File: config.mk
export PLATFORM = sky130hd
export DESIGN_NAME = emsg_link_rx
export DESIGN_NICKNAME = d
export VERILOG_FILES = /design/src/rtl/link_rx_pkg.sv /design/src/rtl/lrx_sampler.sv /design/src/rtl/lrx_queue.sv /design/src/rtl/lrx_flow.sv /design/src/rtl/emsg_link_rx.sv
export SDC_FILE = /design/constraint.sdc
export NUM_CORES = 2
export LEC_CHECK = 0
export BUFFER_PORTS_ARGS = -buffer_cell sky130_fd_sc_hd__buf_2
export CAP_MARGIN = 10
export CORE_AREA = 2 2 669 671
export CTS_CLUSTER_DIAMETER = 100
export CTS_CLUSTER_SIZE = 12
export DETAILED_ROUTE_END_ITERATION = 8
export DIE_AREA = 0 0 671 673
export HOLD_SLACK_MARGIN = 0.02
export SLEW_MARGIN = 20
export SYNTH_ARGS = -nofsm -noshare
export SYNTH_HDL_FRONTEND = slang
export SYNTH_MEMORY_MAX_BITS = 65536
export SYNTH_SLANG_ARGS = --single-unit
export TNS_END_PERCENT = 100
File: constraint.sdc
create_clock -name clk -period 11.68 [get_ports clk]
set_input_delay 1.168 -clock clk [delete_from_list [all_inputs] [get_ports clk]]
set_output_delay 1.168 -clock clk [all_outputs]
set_load 0.05 [all_outputs]
File: src/rtl/link_rx_pkg.sv
`timescale 1ns/1ps
package link_rx_pkg;

  // classification of one sampled link word
  typedef struct packed {
    logic valid;
    logic first;
    logic last;
  } wkind_t;

  // word flags carried through the queue
  typedef struct packed {
    logic first;
    logic last;
  } mark_t;

  // decide what the current enable sample means given the previous one
  function automatic wkind_t classify(logic cur, logic prev);
    wkind_t k;
    k.valid = cur | prev;
    k.first = cur & ~prev;
    k.last  = ~cur & prev;
    return k;
  endfunction

  function automatic int unsigned room_left(int unsigned depth, int unsigned used);
    return (used >= depth) ? 0 : depth - used;
  endfunction

  function automatic logic room_for_msg(int unsigned room, int unsigned msg_words);
    return room >= msg_words;
  endfunction

endpackage

File: src/rtl/lrx_sampler.sv
`timescale 1ns/1ps
module lrx_sampler
  import link_rx_pkg::*;
#(
  parameter int DATA_W = 32
) (
  input  logic              clk,
  input  logic              rst_n,
  input  logic              lnk_den,
  input  logic [DATA_W-1:0] lnk_dat,
  output logic              wr_vld,
  output mark_t             wr_mark,
  output logic [DATA_W-1:0] wr_data
);

  logic              s_den;
  logic              s_prev;
  logic [DATA_W-1:0] s_dat;
  wkind_t            kind;

  // capture on the falling edge of the link clock
  always_ff @(negedge clk or negedge rst_n) begin
    if (!rst_n) begin
      s_den  <= 1'b0;
      s_prev <= 1'b0;
      s_dat  <= '0;
    end else begin
      s_prev <= s_den;
      s_den  <= lnk_den;
      s_dat  <= lnk_dat;
    end
  end

  always_comb begin
    kind          = classify(s_den, s_prev);
    wr_vld        = kind.valid;
    wr_mark.first = kind.first;
    wr_mark.last  = kind.last;
    wr_data       = s_dat;
  end


  first_single_chk: assert property (@(negedge clk) disable iff (!rst_n)
    wr_mark.first |=> !wr_mark.first);


  last_after_word_chk: assert property (@(negedge clk) disable iff (!rst_n)
    wr_mark.last |-> $past(wr_vld) && !$past(wr_mark.last));

endmodule

File: src/rtl/lrx_queue.sv
`timescale 1ns/1ps
module lrx_queue
  import link_rx_pkg::*;
#(
  parameter int DATA_W = 32,
  parameter int DEPTH  = 128
) (
  input  logic               clk,
  input  logic               rst_n,
  input  logic               push,
  input  mark_t              push_mark,
  input  logic [DATA_W-1:0]  push_data,
  input  logic               pop_req,
  input  logic               ovf_clr,
  output logic               q_vld,
  output mark_t              q_mark,
  output logic [DATA_W-1:0]  q_data,
  output logic [$clog2(DEPTH+1)-1:0] used,
  output logic               ovf
);

  localparam int PTR_W = (DEPTH > 1) ? $clog2(DEPTH) : 1;
  localparam int CNT_W = $clog2(DEPTH + 1);
  localparam int ENT_W = DATA_W + 2;

  logic [ENT_W-1:0] mem [DEPTH];
  logic [PTR_W-1:0] wp, rp;
  logic             full, empty;
  logic             do_push, do_pop, drop;

  function automatic logic [PTR_W-1:0] ptr_next(logic [PTR_W-1:0] p);
    return (p == PTR_W'(DEPTH - 1)) ? '0 : p + 1'b1;
  endfunction

  assign full    = (used == CNT_W'(DEPTH));
  assign empty   = (used == '0);
  assign do_pop  = pop_req && !empty;
  assign do_push = push && (!full || do_pop);
  assign drop    = push && !do_push;

  always_ff @(posedge clk) begin
    if (do_push) mem[wp] <= {push_mark.first, push_mark.last, push_data};
  end

  always_ff @(posedge clk or negedge rst_n) begin
    if (!rst_n) begin
      wp   <= '0;
      rp   <= '0;
      used <= '0;
      ovf  <= 1'b0;
    end else begin
      if (do_push) wp <= ptr_next(wp);
      if (do_pop)  rp <= ptr_next(rp);
      case ({do_push, do_pop})
        2'b10:   used <= used + 1'b1;
        2'b01:   used <= used - 1'b1;
        default: used <= used;
      endcase
      if (drop)         ovf <= 1'b1;
      else if (ovf_clr) ovf <= 1'b0;
    end
  end

  assign q_vld        = !empty;
  assign q_mark.first = mem[rp][ENT_W-1];
  assign q_mark.last  = mem[rp][ENT_W-2];
  assign q_data       = mem[rp][DATA_W-1:0];


  used_bound_chk: assert property (@(posedge clk) disable iff (!rst_n)
    used <= CNT_W'(DEPTH));


  pop_dec_chk: assert property (@(posedge clk) disable iff (!rst_n)
    (pop_req && q_vld && !push) |=> used == $past(used) - 1'b1);


  drop_flag_chk: assert property (@(posedge clk) disable iff (!rst_n)
    (push && used == CNT_W'(DEPTH) && !pop_req) |=> ovf && $stable(used));


  ovf_sticky_chk: assert property (@(posedge clk) disable iff (!rst_n)
    (ovf && !ovf_clr) |=> ovf);

endmodule

File: src/rtl/lrx_flow.sv
`timescale 1ns/1ps
module lrx_flow
  import link_rx_pkg::*;
#(
  parameter int DEPTH     = 128,
  parameter int MSG_WORDS = 68
) (
  input  logic [$clog2(DEPTH+1)-1:0] used,
  output logic                       xon
);

  always_comb begin
    xon = room_for_msg(room_left(DEPTH, 32'(used)), MSG_WORDS);
  end

endmodule

File: src/rtl/emsg_link_rx.sv
`timescale 1ns/1ps
module emsg_link_rx
  import link_rx_pkg::*;
#(
  parameter int DATA_W  = 32,
  parameter int HDR_MAX = 4,
  parameter int PAY_MAX = 64,
  parameter int DEPTH   = 128
) (
  input  logic              clk,
  input  logic              rst_n,
  input  logic              lnk_den,
  input  logic [DATA_W-1:0] lnk_dat,
  output logic              lnk_fc,
  input  logic              rd_en,
  output logic              rd_vld,
  output logic [DATA_W-1:0] rd_data,
  output logic              rd_first,
  output logic              rd_last,
  input  logic              ovf_clr,
  output logic              ovf_err
);

  localparam int MSG_WORDS = HDR_MAX + PAY_MAX;
  localparam int CNT_W     = $clog2(DEPTH + 1);

  logic              wr_vld;
  mark_t             wr_mark;
  logic [DATA_W-1:0] wr_data;
  mark_t             q_mark;
  logic [CNT_W-1:0]  q_used;

  lrx_sampler #(.DATA_W(DATA_W)) u_samp (
    .clk     (clk),
    .rst_n   (rst_n),
    .lnk_den (lnk_den),
    .lnk_dat (lnk_dat),
    .wr_vld  (wr_vld),
    .wr_mark (wr_mark),
    .wr_data (wr_data)
  );

  lrx_queue #(.DATA_W(DATA_W), .DEPTH(DEPTH)) u_q (
    .clk       (clk),
    .rst_n     (rst_n),
    .push      (wr_vld),
    .push_mark (wr_mark),
    .push_data (wr_data),
    .pop_req   (rd_en),
    .ovf_clr   (ovf_clr),
    .q_vld     (rd_vld),
    .q_mark    (q_mark),
    .q_data    (rd_data),
    .used      (q_used),
    .ovf       (ovf_err)
  );

  lrx_flow #(.DEPTH(DEPTH), .MSG_WORDS(MSG_WORDS)) u_fc (
    .used (q_used),
    .xon  (lnk_fc)
  );

  assign rd_first = q_mark.first;
  assign rd_last  = q_mark.last;


  xon_room_chk: assert property (@(posedge clk) disable iff (!rst_n)
    lnk_fc |-> (32'(q_used) + 32'(MSG_WORDS) <= 32'(DEPTH)));


  xoff_room_chk: assert property (@(posedge clk) disable iff (!rst_n)
    !lnk_fc |-> (32'(q_used) + 32'(MSG_WORDS) > 32'(DEPTH)));

endmodule

==> flow_metrics.py <==
metrics = {
    "worst_setup_path": {
        "crit_path_frequent_cell": "buf_4",
        "critPathRequiredTime_ps": 12270,
        "critPathBufInv": 2,
        "critPathKind": "reg -> reg",
        "critPathArrivalTime_ps": 10080,
        "crit_slowest_cell": "nand2_2",
        "r2r_end": "u_q.mem[76][24]",
        "cp_max_fo": 22,
        "start_kind": "flip-flop",
        "path_depth": 7,
        "ff2ff_path_depth": 7,
        "cp-end-kind": "flip-flop",
        "r2r-start": "u_samp.s_den",
        "crit_chain": "or2_2, o41ai_2, nor2_1, nand2_2, buf_4, nor2_4, buf_4",
        "cpLargestDelayFamily": "simple AND/OR/NAND/NOR gates",
        "reg2reg_slack_ps": 2190,
        "critPathMaxStageDelay_ps": 620,
    },
    "clock_network": {
        "cts.clk_slew.worst_paths_ps": 60,
        "clockBufferDepth": 4,
        "cts_tree": "yes",
        "postCtsHoldBufs": 0,
        "clock_tree.root_cell": "clkbuf_16",
        "clk_latency_ps": 990,
        "cts.sinks": 4409,
        "post_cts_resized": 0,
        "numCtsBuffers": 406,
        "h-tree-depth": 5,
        "postCtsSetupRepairBufs": 0,
    },
    "logic_synthesis": {
        "synth-simple-area-share_pct": 1.24,
        "synth_compound_area_share_pct": 3.53,
        "synth_cell_types": 63,
        "ys_ff_latch": 4409,
        "synth_top_cell_by_area": "edfxtp_1",
        "syn_inst": 7529,
        "ys_async_sr_fraction_pct": 1.29,
        "ys_seq_area_share_pct": 78.6,
        "synthMuxAreaShare_pct": 15.1,
        "synth_common_cells": "edfxtp_1 (4352), mux4_2 (922), mux2i_1 (444)",
        "synth_warnings": 0,
        "synth_most_common_cell": "edfxtp_1",
        "syn_avg_cell_area_um2": 22.3,
        "synthTopCellsByArea": "edfxtp_1 (78%), mux4_2 (12%), mux2i_1 (2.6%)",
        "synth_ff_type": "edfxtp_1",
        "synth_top_area_share_pct": 77.7,
        "synth_area_um2": 168000,
        "synth_top_family_by_area": "multiplexers",
        "synth_xor_area_share_pct": 0.0677,
        "synth_enable_flop_cells": 4352,
        "synthAdderAreaFrac_pct": 0.0789,
        "synth_nets": 7576,
    },
    "timing": {
        "skew_ps": 117,
        "tightest_slew_ps": 1340,
        "drv_slew": 0,
        "slew_headroom_pct": 11.0,
        "hold_viol": 0,
        "timing.setup.tns_ps": 0,
        "rsz0062_at_grt": "false",
        "finalSetupViolations": 0,
    },
    "finish": {
        "fin_nets": 7957,
        "fillers": 37300,
        "final_cells": 14000,
        "area_growth_pct": 13.4,
        "fin_area_um2": 191000,
        "drive_gt1_share_pct": 24.5,
        "postLayoutCoreUtil_pct": 42.9,
        "seq_area_um2": 132000,
        "multi_input_area_um2": 34900,
    },
    "job": {
        "cap_violations": 0,
    },
    "power": {
        "leakage_nw": 58.0,
        "p_clk_share_pct": 27.5,
        "switching_share_pct": 34.2,
        "p_switching_mw": 14.8,
        "ir_drop_mv": 0.225,
        "power.total_mw": 43.2,
        "power_frac_seq_pct": 42.0,
        "power_frac_comb_pct": 30.5,
        "power.internal_mw": 28.4,
        "cellPowerDensity_nw_per_um2": 227,
    },
    "placement": {
        "port-buffer-count": 73,
        "hpwl_um": 295000,
        "placed_cells": 13400,
        "place_area_um2": 178000,
        "place_congestion": 0.889,
    },
    "routing": {
        "dr.pass1.iters": 6,
        "wl_um": 498000,
        "vias": 83800,
        "first_iter_violations": 14000,
        "vias_per_cell": 5.99,
        "ant_nets": 0,
        "wl_per_cell_um": 35.6,
        "drc_errors": 0,
    },
    "grt": {
        "grt_pass1_wl_um": 677000,
        "antenna_found_initial": 56,
        "grt_pass1_vias": 80900,
        "track_usage_pct": 21.5,
        "grt_max_degree": 129,
        "grt_overflow_total": 0,
    },
    "run_status": {
        "status": "finished, final reports clean",
    },
    "floorplan": {
        "ioPinCount": 74,
        "core_um2": 444000,
        "die_w_um": 671,
        "die_area_um2": 452000,
        "die_h_um": 673,
        "initial_utilization_pct": 37.8,
        "rows": 245,
    },
    "hold_path": {
        "hold_class": "reg -> reg",
        "min-delay-start": "u_samp.s_den",
        "min_to": "u_samp.s_prev",
        "hold_depth": 0,
    },
}
[power groups by stage]
stage                     sequential, mW  clock, mW  combinational, mW
after floorplan                     18.4          0               7.08
after global placement              18.5          0               12.9
after detailed placement            18.5          0               13.0
after CTS                           18.1       12.0               13.1
after global routing                18.2       12.6               13.4
final                               18.1       11.9               13.2
[sequential cells by signal, indices dropped and copies added, names as in the netlist]
name / flops
u_samp.wr_data: 32
u_q.used: 8
u_q.mem: 4352
u_q.wp: 7
u_q.rp: 7
u_samp.s_den: 1
u_q.ovf: 1
u_samp.s_prev: 1
[routing by layer]
metal	routed length, µm	vias to the layer above	GRT usage [%]
li1	-	32700	-
met5	165	-	0
met2	232000	5196	33.5
met4	22500	22	8.42
met1	191000	45100	29.9
met3	52500	803	4.22
[stage by stage]
stage                     setup slack, ps  hold WS [ps]
after CTS                            2060           464
after global routing                 2100           481
after global placement               2130           455
after detailed placement             2010           463
after floorplan                      1410           359
final                                2190           463
[cell families (layout without fill, tap and decap cells)]
group / count (synthesis) / after routing
compound gates: 799 / 799
xor+xnor: 13 / 13
fa+ha+maj: 10 / 10
buf+inv: 436 / 939
flops: 4409 / 4409
mux: 1376 / 1376
other cells: 0 / 21
simple gates: 486 / 486
[layout by cell type (no fill, tap or decap), types with 54 or more instances in the layout]
cell type / instances
a21oi_1: 109
nand3_1: 54
buf_16: 60
mux4_2: 922
buf_12: 82
buf_4: 183
nor2_4: 138
o22ai_1: 92
nor2_1: 77
a22o_1: 68
a22oi_1: 177
clkbuf_16: 414
edfxtp_1: 4352
buf_2: 72
clkbuf_1: 98
mux2i_1: 444
nand2_1: 128
[worst max path at each step]
stage / from / endpoint / slack [ps]
6_report: u_samp.s_den / u_q.mem[76][24] / 2190
2_1_floorplan: u_samp.s_den / u_q.mem[0][33] / 1410
4_1_cts: u_samp.s_den / u_q.mem[12][2] / 2060
5_1_grt: u_samp.s_den / u_q.mem[16][8] / 2100
3_3_place_gp: u_samp.s_den / u_q.mem[12][25] / 2130
3_5_place_dp: u_samp.s_den / u_q.mem[12][25] / 2010
[area by class of cell]
type,instances,area share [%]
sequential,4409,69.3
multi-input combinational,2684,18.3
clock buffer,512,5.63
tap,5928,3.89
timing repair buffer,399,2.65
clock inverter,18,0.142
antenna,21,0.0276
inverter,10,0.0197
(Power assumes the default switching activity.)
